--- src/rtl/hia_pkg.sv ---
package hia_pkg;
    typedef enum logic [1:0] {
        REQ_IDLE = 2'd0,
        REQ_FIRE = 2'd1,
        REQ_HOLD = 2'd2
    } req_state_t;

    localparam int REQ_UP = 0;
    localparam int REQ_DN = 1;
    localparam int REQ_N  = 2;
endpackage

--- src/rtl/hia_req_sync.sv ---
module hia_req_sync
    import hia_pkg::*;
#(
    parameter int SYNC_STAGES = 2
) (
    input  logic clk,
    input  logic rst_n,
    input  logic req_async,
    output logic pulse
);
    logic [SYNC_STAGES-1:0] sync_q;
    logic                   req_s;
    req_state_t             state_q;
    req_state_t             state_d;

    // synchroniser chain
    always_ff @(posedge clk or negedge rst_n) begin
        if (!rst_n) begin
            sync_q <= '0;
        end else begin
            sync_q <= {sync_q[SYNC_STAGES-2:0], req_async};
        end
    end

    assign req_s = sync_q[SYNC_STAGES-1];

    // state register
    always_ff @(posedge clk or negedge rst_n) begin
        if (!rst_n) begin
            state_q <= REQ_IDLE;
        end else begin
            state_q <= state_d;
        end
    end

    // next state
    always_comb begin
        state_d = state_q;
        unique case (state_q)
            REQ_IDLE: state_d = req_s ? REQ_FIRE : REQ_IDLE;
            REQ_FIRE: state_d = req_s ? REQ_HOLD : REQ_IDLE;
            REQ_HOLD: state_d = req_s ? REQ_HOLD : REQ_IDLE;
            default:  state_d = REQ_IDLE;
        endcase
    end

    // outputs
    always_comb begin
        pulse = 1'b0;
        unique case (state_q)
            REQ_FIRE: pulse = 1'b1;
            default:  pulse = 1'b0;
        endcase
    end
endmodule

--- src/rtl/hia_step_calc.sv ---
module hia_step_calc #(
    parameter int ACC_W = 11,
    parameter int IN_W  = 3
) (
    input  logic [ACC_W-1:0] acc,
    input  logic             tick,
    input  logic [IN_W-1:0]  din,
    input  logic             inc,
    input  logic             dec,
    output logic [ACC_W-1:0] acc_nxt,
    output logic             wrap
);
    localparam int HI_W  = ACC_W - IN_W;
    localparam int EXT_W = ACC_W + 2;

    logic [IN_W-1:0]  din_g;
    logic [IN_W:0]    lo_sum;
    logic [HI_W+1:0]  hi_sum;
    logic [EXT_W-1:0] staged;
    logic [EXT_W-1:0] incdec;
    logic [EXT_W-1:0] total;

    // input bits gated by the interval strobe
    assign din_g  = tick ? din : '0;
    // small adder on the low stages
    assign lo_sum = {1'b0, acc[IN_W-1:0]} + {1'b0, din_g};
    // ripple the low carry into the upper counter stages
    assign hi_sum = {2'b00, acc[ACC_W-1:IN_W]} + {{(HI_W+1){1'b0}}, lo_sum[IN_W]};
    assign staged = {hi_sum, lo_sum[IN_W-1:0]};

    // comparator carry (+1) or borrow (-1)
    always_comb begin
        incdec = '0;
        if (inc && !dec) begin
            incdec = {{(EXT_W-1){1'b0}}, 1'b1};
        end else if (dec && !inc) begin
            incdec = '1;
        end
    end

    assign total   = staged + incdec;
    assign acc_nxt = total[ACC_W-1:0];
    assign wrap    = |total[EXT_W-1:ACC_W];
endmodule

--- src/rtl/hia_acc_reg.sv ---
module hia_acc_reg #(
    parameter int ACC_W = 11
) (
    input  logic             clk,
    input  logic             rst_n,
    input  logic [ACC_W-1:0] acc_nxt,
    input  logic             wrap,
    output logic [ACC_W-1:0] acc_q,
    output logic             ovf_q
);
    always_ff @(posedge clk or negedge rst_n) begin
        if (!rst_n) begin
            acc_q <= '0;
            ovf_q <= 1'b0;
        end else begin
            acc_q <= acc_nxt;
            ovf_q <= ovf_q | wrap;
        end
    end
endmodule

--- src/rtl/hyb_integ_acc.sv ---
module hyb_integ_acc
    import hia_pkg::*;
#(
    parameter int ACC_W       = 11,
    parameter int OUT_W       = 3,
    parameter int IN_W        = 3,
    parameter int SYNC_STAGES = 2
) (
    input  logic                   clk,
    input  logic                   rst_n,
    input  logic                   tick,
    input  logic [IN_W-1:0]        din,
    input  logic                   carry_up,
    input  logic                   carry_dn,
    output logic [OUT_W-1:0]       dig_out,
    output logic [ACC_W-OUT_W-1:0] dac_code,
    output logic                   ovf
);
    localparam int DAC_W = ACC_W - OUT_W;

    logic [REQ_N-1:0] req_raw;
    logic [REQ_N-1:0] req_pulse;
    logic             up_pulse;
    logic             dn_pulse;
    logic [ACC_W-1:0] acc_q;
    logic [ACC_W-1:0] acc_nxt;
    logic             wrap;

    assign req_raw[REQ_UP] = carry_up;
    assign req_raw[REQ_DN] = carry_dn;

    for (genvar g = 0; g < REQ_N; g++) begin : g_req
        hia_req_sync #(.SYNC_STAGES(SYNC_STAGES)) u_sync (
            .clk       (clk),
            .rst_n     (rst_n),
            .req_async (req_raw[g]),
            .pulse     (req_pulse[g])
        );
    end

    assign up_pulse = req_pulse[REQ_UP];
    assign dn_pulse = req_pulse[REQ_DN];

    hia_step_calc #(.ACC_W(ACC_W), .IN_W(IN_W)) u_calc (
        .acc     (acc_q),
        .tick    (tick),
        .din     (din),
        .inc     (up_pulse),
        .dec     (dn_pulse),
        .acc_nxt (acc_nxt),
        .wrap    (wrap)
    );

    hia_acc_reg #(.ACC_W(ACC_W)) u_reg (
        .clk     (clk),
        .rst_n   (rst_n),
        .acc_nxt (acc_nxt),
        .wrap    (wrap),
        .acc_q   (acc_q),
        .ovf_q   (ovf)
    );

    assign dig_out  = acc_q[ACC_W-1:DAC_W];
    assign dac_code = acc_q[DAC_W-1:0];
endmodule

--- config.mk ---
export PLATFORM = sky130hd
export DESIGN_NAME = hyb_integ_acc
export DESIGN_NICKNAME = d
export VERILOG_FILES = /design/src/rtl/hia_pkg.sv /design/src/rtl/hia_req_sync.sv /design/src/rtl/hia_step_calc.sv /design/src/rtl/hia_acc_reg.sv /design/src/rtl/hyb_integ_acc.sv
export SDC_FILE = /design/constraint.sdc
export NUM_CORES = 1
export LEC_CHECK = 0
export BUFFER_PORTS_ARGS = -buffer_cell sky130_fd_sc_hd__buf_2
export CAP_MARGIN = 25
export CORE_MARGIN = 2
export CORE_UTILIZATION = 51
export DETAILED_ROUTE_END_ITERATION = 10
export PLACE_DENSITY = 0.86
export SLEW_MARGIN = 20
export SYNTH_ARGS = -nofsm -noshare
export SYNTH_HDL_FRONTEND = slang
export SYNTH_SLANG_ARGS = --single-unit
--- constraint.sdc ---
create_clock -name clk -period 2.85 [get_ports clk]
set_clock_uncertainty 0.1 [all_clocks]
set_input_delay 0.57 -clock clk [delete_from_list [all_inputs] [get_ports clk]]
set_output_delay 0.57 -clock clk [all_outputs]
set_load 0.1 [all_outputs]
==> run_summary.xml, run 1 <==
<?xml version="1.0" encoding="UTF-8"?>
<metrics>
  <group name="run_status">
    <metric name="status" unit="">complete, but fails checks</metric>
    <metric name="failed_checks" unit="">setup timing</metric>
  </group>
  <group name="floorplan">
    <metric name="design.die.area" unit="um2">3160</metric>
    <metric name="rows" unit="">18</metric>
    <metric name="core_area" unit="um2">2520</metric>
    <metric name="io_pins" unit="">20</metric>
    <metric name="die_height" unit="um">56.2</metric>
    <metric name="start_util" unit="%">55.1</metric>
    <metric name="dieWidth" unit="um">56.2</metric>
  </group>
  <group name="sta">
    <metric name="grt_setup_unrepaired" unit="">yes</metric>
    <metric name="setup_ws" unit="ps">-527</metric>
    <metric name="timing_max_transition_violations_final" unit="">0</metric>
    <metric name="timing.max_slew.rel_slack" unit="%">66.9</metric>
    <metric name="timing.final.crit_period" unit="ps">3380</metric>
    <metric name="total_count_of_hold_check_failures_in_the_final_report" unit="">0</metric>
    <metric name="final_period_util" unit="%">118</metric>
    <metric name="max_freq" unit="GHz">0.296</metric>
    <metric name="worst_margin_slew" unit="ps">500</metric>
    <metric name="setup_violations" unit="">4</metric>
    <metric name="finalSetupTns" unit="ps">-1210</metric>
  </group>
  <group name="clock_network">
    <metric name="clock_insertion_delay_worst_skew" unit="ps">330</metric>
    <metric name="clock_tree_buf_depth" unit="">2</metric>
    <metric name="tritoncts" unit="">done</metric>
    <metric name="cts_made_buffers" unit="">3</metric>
    <metric name="cts.clk_slew.worst_paths" unit="ps">130</metric>
    <metric name="cts_sinks" unit="">20</metric>
    <metric name="cts_root_buf" unit="">sky130_fd_sc_hd__clkbuf_4</metric>
    <metric name="ctsHtreeMaxLevel" unit="">1</metric>
    <metric name="cts.hold.buffers_added" unit="">0</metric>
  </group>
  <group name="place">
    <metric name="place_worst_setup_slack" unit="ps">-670</metric>
    <metric name="dp_hpwl" unit="um">2490</metric>
    <metric name="post-place-cells" unit="">212</metric>
    <metric name="globalplace.congestion" unit="">0.863</metric>
    <metric name="place.port_buffers" unit="">19</metric>
  </group>
  <group name="yosys">
    <metric name="synth.cell_area" unit="um2">1390</metric>
    <metric name="synth-seq-cells" unit="">20</metric>
    <metric name="syn-mean-instance-area" unit="um2">10.2</metric>
    <metric name="synth_seq_area_share" unit="%">36.0</metric>
    <metric name="synth.net_count" unit="">170</metric>
    <metric name="yosys_warns" unit="">0</metric>
    <metric name="number_of_unique_standard_cell_types_used_by_synthesis" unit="">27</metric>
    <metric name="post_synth_inst_count" unit="">136</metric>
    <metric name="yosysTopAreaCellShare" unit="%">36.0</metric>
    <metric name="yosys.area.top_type" unit="">sky130_fd_sc_hd__dfrtp_1</metric>
    <metric name="yosys-top-cells-area" unit="">sky130_fd_sc_hd__dfrtp_1 36%, sky130_fd_sc_hd__ha_1 22%, sky130_fd_sc_hd__xnor2_1 6.9%, sky130_fd_sc_hd__xor2_1 3.8%, sky130_fd_sc_hd__inv_1 3.0%</metric>
  </group>
  <group name="critical_path">
    <metric name="crit_required" unit="ps">2970</metric>
    <metric name="worst_setup_path_start_kind" unit="">flop</metric>
    <metric name="worst_ep_arrival_time" unit="ps">3490</metric>
    <metric name="nature_of_the_critical_path_endpoint" unit="">flop</metric>
    <metric name="worst-setup-path-type" unit="">flop to flop</metric>
    <metric name="cp_max_fo" unit="">3</metric>
  </group>
  <group name="cells_and_area">
    <metric name="post_layout_nonfiller_instances" unit="">220</metric>
    <metric name="drive_gt1_share" unit="%">48.9</metric>
    <metric name="final_net_count" unit="">225</metric>
    <metric name="number_of_diodes_added_for_antenna_fixing" unit="">0</metric>
    <metric name="area.growth.synth_to_final" unit="%">49.5</metric>
  </group>
  <group name="global_routing">
    <metric name="global_route_wire_length_before_repair" unit="um">5910</metric>
    <metric name="antenna_found_initial" unit="">0</metric>
    <metric name="grt_pass1_vias" unit="">1258</metric>
    <metric name="maximum_number_of_pins_on_one_net_before_global_route_repair" unit="">21</metric>
    <metric name="grt.overflow.total" unit="">0</metric>
    <metric name="global_route.usage.total" unit="%">24.5</metric>
  </group>
  <group name="routing">
    <metric name="routed_vias" unit="">1267</metric>
    <metric name="drc" unit="">0</metric>
    <metric name="drt_pre_antenna_iters" unit="">4</metric>
    <metric name="drt_wl_total" unit="um">4430</metric>
    <metric name="post_drt_wl_per_cell" unit="um">20.1</metric>
    <metric name="ant_nets" unit="">0</metric>
    <metric name="detail_route.vias_per_cell" unit="">5.76</metric>
    <metric name="drt_iter0_markers" unit="">48</metric>
  </group>
  <group name="worst_hold_path">
    <metric name="hp-class" unit="">primary input to asynchronous set/reset pin</metric>
  </group>
  <group name="flow_run">
    <metric name="max_cap_violations" unit="">0</metric>
  </group>
</metrics>
## stage by stage
step           cell area, um2  hold slack [ps]  utilization [%]
5_1_grt                  2080              104             82.3
4_1_cts                  1890             90.0             75.0
6_report                 2080             71.2             82.3
3_5_place_dp             1820              247             72.3
3_3_place_gp             1820              235             72.3
2_1_floorplan            1490              174                -
## path summary, 6_finish.rpt
check                                            end  slack (ps)  cells after the start                       from
max                                      u_reg.ovf_q        -530                     15             u_reg.acc_q[1]
min                                   u_reg.acc_q[8]          70                      1                      rst_n
max reg2reg                              u_reg.ovf_q        -530                     15             u_reg.acc_q[1]
min reg2reg                g_req[0].u_sync.sync_q[1]         290                      0  g_req[0].u_sync.sync_q[0]
max in group asynchronous             u_reg.acc_q[2]        2220                      1                      rst_n
min in group clk           g_req[0].u_sync.sync_q[0]         240                      1                   carry_up
## layout make-up
class	instances	area, um2
clock buffers	3	22.5
inverters	11	41.3
multi-input cells	105	1090
fillers	126	447
clock inverters	1	30.0
flip-flops and latches	20	512
repair buffers	50	343
well taps	30	37.5
## state kept, by name, summed over array words and instances, names as in the netlist
name / count
u_reg.ovf_q: 1
g_req.u_sync.state_q: 4
u_reg.acc_q: 11
g_req.u_sync.sync_q: 4
## cells by family (layout without fill, tap and decap cells)
logic type / Yosys count / count (layout) / share of synthesized area, %
simple gates: 34 / 34 / 11.3
xor+xnor: 17 / 17 / 10.7
flops: 20 / 20 / 36.0
buf+inv: 11 / 65 / 2.97
compound gates: 28 / 28 / 14.5
fa+ha+maj: 26 / 26 / 24.5
## placed cells by master (no fill, tap or decap), types with 3 or more instances in the layout
cell and n:
sky130_fd_sc_hd__a21oi_2 3, sky130_fd_sc_hd__dfrtp_4 3, sky130_fd_sc_hd__nand2_1 8, sky130_fd_sc_hd__dfrtp_1 17, sky130_fd_sc_hd__ha_4 8, sky130_fd_sc_hd__inv_1 10, sky130_fd_sc_hd__nor2_1 7, sky130_fd_sc_hd__ha_1 15
sky130_fd_sc_hd__buf_2 19, sky130_fd_sc_hd__clkbuf_4 3, sky130_fd_sc_hd__xnor2_1 9, sky130_fd_sc_hd__xor2_1 4, sky130_fd_sc_hd__a21oi_1 3, sky130_fd_sc_hd__buf_6 4, sky130_fd_sc_hd__buf_4 27, sky130_fd_sc_hd__a21o_1 4
## timing repair
action | 4_1_cts | 5_1_grt
setup endpoints to repair | 4 | 5
hold endpoints to repair | 0 | 0
gates resized for setup | 1 | 24
pin swaps | 7 | 4
setup buffers | 1 | 3
## synth_stat cells
cell type and count:
sky130_fd_sc_hd__xor2_1 6, sky130_fd_sc_hd__o21a_1 1, sky130_fd_sc_hd__ha_1 24, sky130_fd_sc_hd__nand4_1 1, sky130_fd_sc_hd__o21bai_1 3, sky130_fd_sc_hd__or3_1 1
sky130_fd_sc_hd__fa_1 2, sky130_fd_sc_hd__inv_1 11, sky130_fd_sc_hd__and3b_1 1, sky130_fd_sc_hd__nand3_1 3, sky130_fd_sc_hd__dfrtp_1 20, sky130_fd_sc_hd__o21ai_0 3
sky130_fd_sc_hd__a21o_2 1, sky130_fd_sc_hd__a41o_1 1, sky130_fd_sc_hd__xnor2_1 11, sky130_fd_sc_hd__a211oi_2 2, sky130_fd_sc_hd__o221ai_2 1, sky130_fd_sc_hd__o21ai_1 2
sky130_fd_sc_hd__nor3_1 2, sky130_fd_sc_hd__a21oi_1 6, sky130_fd_sc_hd__a211oi_1 2, sky130_fd_sc_hd__a21o_1 4, sky130_fd_sc_hd__and3_1 1, sky130_fd_sc_hd__and2_1 4
sky130_fd_sc_hd__nor2_1 11, sky130_fd_sc_hd__a31oi_1 2, sky130_fd_sc_hd__nand2_1 10
## per-layer routing
metal  up-vias  track usage, %  wire [um]
met2        48            41.3       2340
li1        573               -          -
met5         -               0          0
met4         0            12.9        145
met1       629            29.5       1800
met3        17            4.42        150
## critical path: stages (launching register included)
cell and delay (ps):
sky130_fd_sc_hd__dfrtp_4 520, sky130_fd_sc_hd__ha_4 260, sky130_fd_sc_hd__a21o_1 100, sky130_fd_sc_hd__a21o_1 140
sky130_fd_sc_hd__ha_4 150, sky130_fd_sc_hd__ha_4 150, sky130_fd_sc_hd__nand3_4 100, sky130_fd_sc_hd__nor2_4 170
sky130_fd_sc_hd__xor2_2 250, sky130_fd_sc_hd__ha_4 250, sky130_fd_sc_hd__nand2_1 70, sky130_fd_sc_hd__nor2_1 60
sky130_fd_sc_hd__a211oi_1 250, sky130_fd_sc_hd__o21ai_1 140, sky130_fd_sc_hd__xor2_1 160, sky130_fd_sc_hd__or3_1 390
Power of run 1 is not shown: default switching activity piles up to over one toggle a cycle in this logic, so the estimate is an artifact.
==> run 2: changes to the inputs <==
Settings changed: ABC_AREA from default to 1.
==> run 2 against run 1 <==
The flow still finishes with violations (setup timing). Via count decreased by 0.87%. Largest cell class unchanged. Global-route usage decreased by 3.3 points. Register-to-register slack improved by 470 ps. Sequential share of layout area increased by 0.50 points. Synthesized cell count increased by 29%.
==> run_summary.xml, run 2 <==
<?xml version="1.0" encoding="UTF-8"?>
<metrics>
  <group name="routing">
    <metric name="post_drt_wl_per_cell" unit="um">12.6</metric>
    <metric name="drc" unit="">0</metric>
    <metric name="drt_iter0_markers" unit="">30</metric>
    <metric name="drt_wl_total" unit="um">3140</metric>
    <metric name="routed_vias" unit="">1256</metric>
    <metric name="ant_nets" unit="">0</metric>
    <metric name="drt_pre_antenna_iters" unit="">4</metric>
    <metric name="detail_route.vias_per_cell" unit="">5.04</metric>
  </group>
  <group name="sta">
    <metric name="final_period_util" unit="%">102</metric>
    <metric name="setup_violations" unit="">2</metric>
    <metric name="total_count_of_hold_check_failures_in_the_final_report" unit="">0</metric>
    <metric name="timing_max_transition_violations_final" unit="">0</metric>
    <metric name="max_freq" unit="GHz">0.344</metric>
    <metric name="setup_ws" unit="ps">-54.4</metric>
    <metric name="timing.final.crit_period" unit="ps">2900</metric>
    <metric name="worst_margin_slew" unit="ps">825</metric>
    <metric name="grt_setup_unrepaired" unit="">yes</metric>
    <metric name="whs" unit="ps">100</metric>
    <metric name="timing.max_slew.rel_slack" unit="%">45.0</metric>
  </group>
  <group name="cells_and_area">
    <metric name="largest_register_ff_count" unit="">11</metric>
    <metric name="top_register" unit="">u_reg.acc_q</metric>
    <metric name="area.growth.synth_to_final" unit="%">35.3</metric>
    <metric name="drive_gt1_share" unit="%">39.4</metric>
    <metric name="final_common_cell" unit="">sky130_fd_sc_hd__nand2_1</metric>
    <metric name="layout_utilization" unit="%">73.0</metric>
    <metric name="largestRegisters" unit="">u_reg.acc_q (11), g_req.u_sync.state_q (4), g_req.u_sync.sync_q (4)</metric>
    <metric name="final_net_count" unit="">253</metric>
    <metric name="number_of_diodes_added_for_antenna_fixing" unit="">0</metric>
    <metric name="most-common-layout-cells" unit="">34 x sky130_fd_sc_hd__nand2_1, 31 x sky130_fd_sc_hd__inv_1, 19 x sky130_fd_sc_hd__buf_2</metric>
  </group>
  <group name="critical_path">
    <metric name="worst_setup_path_start_kind" unit="">flop</metric>
    <metric name="timing.rr.start" unit="">u_reg.acc_q[2]</metric>
    <metric name="crit_required" unit="ps">2940</metric>
    <metric name="timing.critical_path.max_delay_family" unit="">adder cells</metric>
    <metric name="cells_traversed_along_the_worst_timing_path" unit="">ha_4 &gt; a21oi_2 &gt; nand2_2 &gt; ha_4 &gt; ha_4 &gt; buf_4 &gt; xor2_1 &gt; ha_1 &gt; nand2_1 &gt; inv_1 &gt; nand2_1 &gt; nand2_2 &gt; a21oi_2 &gt; nor2_2 &gt; o21bai_1 &gt; nand2_1</metric>
    <metric name="cp_max_fo" unit="">5</metric>
    <metric name="critical_path_depth" unit="">16</metric>
    <metric name="nature_of_the_critical_path_endpoint" unit="">flop</metric>
    <metric name="crit_start" unit="">u_reg.acc_q[2]</metric>
    <metric name="worstSetupEndpoint" unit="">u_reg.acc_q[9]</metric>
    <metric name="path_buf_inv" unit="">2</metric>
    <metric name="r2r.worst_path.cells" unit="">16</metric>
    <metric name="worst-setup-path-type" unit="">flop to flop</metric>
    <metric name="regToRegSetupSlack" unit="ps">-50</metric>
    <metric name="worst_ep_arrival_time" unit="ps">3000</metric>
    <metric name="reg2reg_to" unit="">u_reg.acc_q[9]</metric>
    <metric name="cpPeakStageDelay" unit="ps">510</metric>
    <metric name="slowest_stage" unit="">sky130_fd_sc_hd__dfrtp_4</metric>
  </group>
  <group name="global_routing">
    <metric name="grt.overflow.total" unit="">0</metric>
    <metric name="global_route.usage.total" unit="%">21.2</metric>
    <metric name="maximum_number_of_pins_on_one_net_before_global_route_repair" unit="">21</metric>
    <metric name="global_route_wire_length_before_repair" unit="um">5480</metric>
    <metric name="antenna_found_initial" unit="">0</metric>
    <metric name="grt_pass1_vias" unit="">1266</metric>
  </group>
  <group name="clock_network">
    <metric name="cts_root_buf" unit="">sky130_fd_sc_hd__clkbuf_4</metric>
    <metric name="cts_sinks" unit="">20</metric>
    <metric name="ctsHtreeMaxLevel" unit="">1</metric>
    <metric name="cts_made_buffers" unit="">3</metric>
    <metric name="clock_tree_buf_depth" unit="">2</metric>
    <metric name="clock_insertion_delay_worst_skew" unit="ps">310</metric>
    <metric name="cts.clk_slew.worst_paths" unit="ps">130</metric>
    <metric name="tritoncts" unit="">done</metric>
  </group>
  <group name="run_status">
    <metric name="failed_checks" unit="">setup timing</metric>
    <metric name="status" unit="">complete, but fails checks</metric>
  </group>
  <group name="place">
    <metric name="place.port_buffers" unit="">19</metric>
    <metric name="dp_hpwl" unit="um">2440</metric>
    <metric name="globalplace.congestion" unit="">0.895</metric>
  </group>
  <group name="floorplan">
    <metric name="rows" unit="">19</metric>
    <metric name="dieWidth" unit="um">58.2</metric>
    <metric name="core_area" unit="um2">2780</metric>
    <metric name="design.die.area" unit="um2">3390</metric>
    <metric name="io_pins" unit="">20</metric>
    <metric name="die_height" unit="um">58.2</metric>
    <metric name="start_util" unit="%">53.9</metric>
  </group>
  <group name="yosys">
    <metric name="yosys.area.top_type" unit="">sky130_fd_sc_hd__dfrtp_1</metric>
    <metric name="synth-async-reset-ratio" unit="%">100</metric>
    <metric name="synth_most_common_cell" unit="">sky130_fd_sc_hd__nand2_1</metric>
    <metric name="yosysTopAreaCellShare" unit="%">33.4</metric>
    <metric name="synth-edff-count" unit="">0</metric>
    <metric name="post_synth_inst_count" unit="">176</metric>
    <metric name="syn-mean-instance-area" unit="um2">8.52</metric>
    <metric name="yosys_warns" unit="">0</metric>
    <metric name="synth_seq_area_share" unit="%">33.4</metric>
    <metric name="synth.net_count" unit="">210</metric>
    <metric name="synth.cell_area" unit="um2">1500</metric>
    <metric name="synth-seq-cells" unit="">20</metric>
    <metric name="number_of_unique_standard_cell_types_used_by_synthesis" unit="">20</metric>
    <metric name="ys_dominant_reg_cell" unit="">sky130_fd_sc_hd__dfrtp_1</metric>
    <metric name="post_synth_most_frequent_cells" unit="">41 x sky130_fd_sc_hd__nand2_1, 33 x sky130_fd_sc_hd__inv_1, 24 x sky130_fd_sc_hd__ha_1</metric>
    <metric name="yosys-top-cells-area" unit="">sky130_fd_sc_hd__dfrtp_1 33%, sky130_fd_sc_hd__ha_1 20%, sky130_fd_sc_hd__nand2_1 10%, sky130_fd_sc_hd__inv_1 8.3%, sky130_fd_sc_hd__xor2_1 4.7%</metric>
  </group>
  <group name="worst_hold_path">
    <metric name="hp-class" unit="">primary input to asynchronous set/reset pin</metric>
  </group>
  <group name="flow_run">
    <metric name="max_cap_violations" unit="">0</metric>
  </group>
</metrics>
-- run 2: final cells by class --
class / count / area [um2]
inverter: 33 / 124
sequential: 20 / 510
multi-input combinational: 123 / 1060
clock inverter: 1 / 30.0
fill: 199 / 752
tap: 31 / 38.8
timing repair buffer: 38 / 241
clock buffer: 3 / 22.5
-- run 2: what timing repair did --
item,4_1_cts,5_1_grt
cloned,0,0
hold buffers,0,0
pin swaps,2,12
resized for setup,2,18
hold endpoints to repair,0,0
endpoints found under the setup margin,1,5
buffers inserted,0,0
-- run 2: cells by family (layout without fill, tap and decap cells) --
group	Yosys count	after routing	share of synthesized area [%]
AND/OR/NAND/NOR	70	70	21.9
buffers and inverters	33	75	8.26
adder cells (fa/ha/maj)	26	26	22.7
flip-flops	20	20	33.4
XOR/XNOR	14	14	8.17
AO/OA/AOI/OAI	13	13	5.59
-- run 2: metal layers --
layer  wire length, um  part of all wire [%]  global-route usage (%)
met1              1330                    42                    25.8
met2              1570                    50                    37.5
met3               144                   4.6                    2.68
met4                97                   3.1                    9.30
met5                 0                     0                       0
-- run 2: worst min-delay path by stage --
| stage | startpoint | endpoint | slack (ps) | cells past startpoint |
|---|---|---|---|---|
| 2_1_floorplan | rst_n | g_req[0].u_sync.state_q[0] | 170 | 0 |
| 3_3_place_gp | g_req[0].u_sync.sync_q[0] | g_req[0].u_sync.sync_q[1] | 230 | 0 |
| 3_5_place_dp | g_req[0].u_sync.sync_q[0] | g_req[0].u_sync.sync_q[1] | 240 | 0 |
| 4_1_cts | rst_n | u_reg.ovf_q | 100 | 1 |
| 5_1_grt | rst_n | g_req[0].u_sync.sync_q[1] | 110 | 1 |
| 6_report | rst_n | u_reg.acc_q[8] | 100 | 1 |
-- run 2: through the flow --
stage               worst slack, ps  cells  instance area [um2]  TNS [ps]
global placement               -297    245                 1880     -1200
floorplan                      -128    176                 1600      -128
global route                   -211    249                 2030      -632
finish                        -54.4    249                 2030     -69.6
CTS                          -0.525    249                 1940    -0.525
detailed placement             -371    245                 1880     -1590
-- run 2: worst register-to-register path, stage by stage, from the launching register on --
cell,delay [ps]
sky130_fd_sc_hd__dfrtp_4,510
sky130_fd_sc_hd__ha_4,260
sky130_fd_sc_hd__a21oi_2,130
sky130_fd_sc_hd__nand2_2,70
sky130_fd_sc_hd__ha_4,170
sky130_fd_sc_hd__ha_4,170
sky130_fd_sc_hd__buf_4,130
sky130_fd_sc_hd__xor2_1,140
sky130_fd_sc_hd__ha_1,350
sky130_fd_sc_hd__nand2_1,120
sky130_fd_sc_hd__inv_1,40
sky130_fd_sc_hd__nand2_1,70
sky130_fd_sc_hd__nand2_2,70
sky130_fd_sc_hd__a21oi_2,160
sky130_fd_sc_hd__nor2_2,60
sky130_fd_sc_hd__o21bai_1,170
sky130_fd_sc_hd__nand2_1,70
Power of run 2 is left out for the same reason.
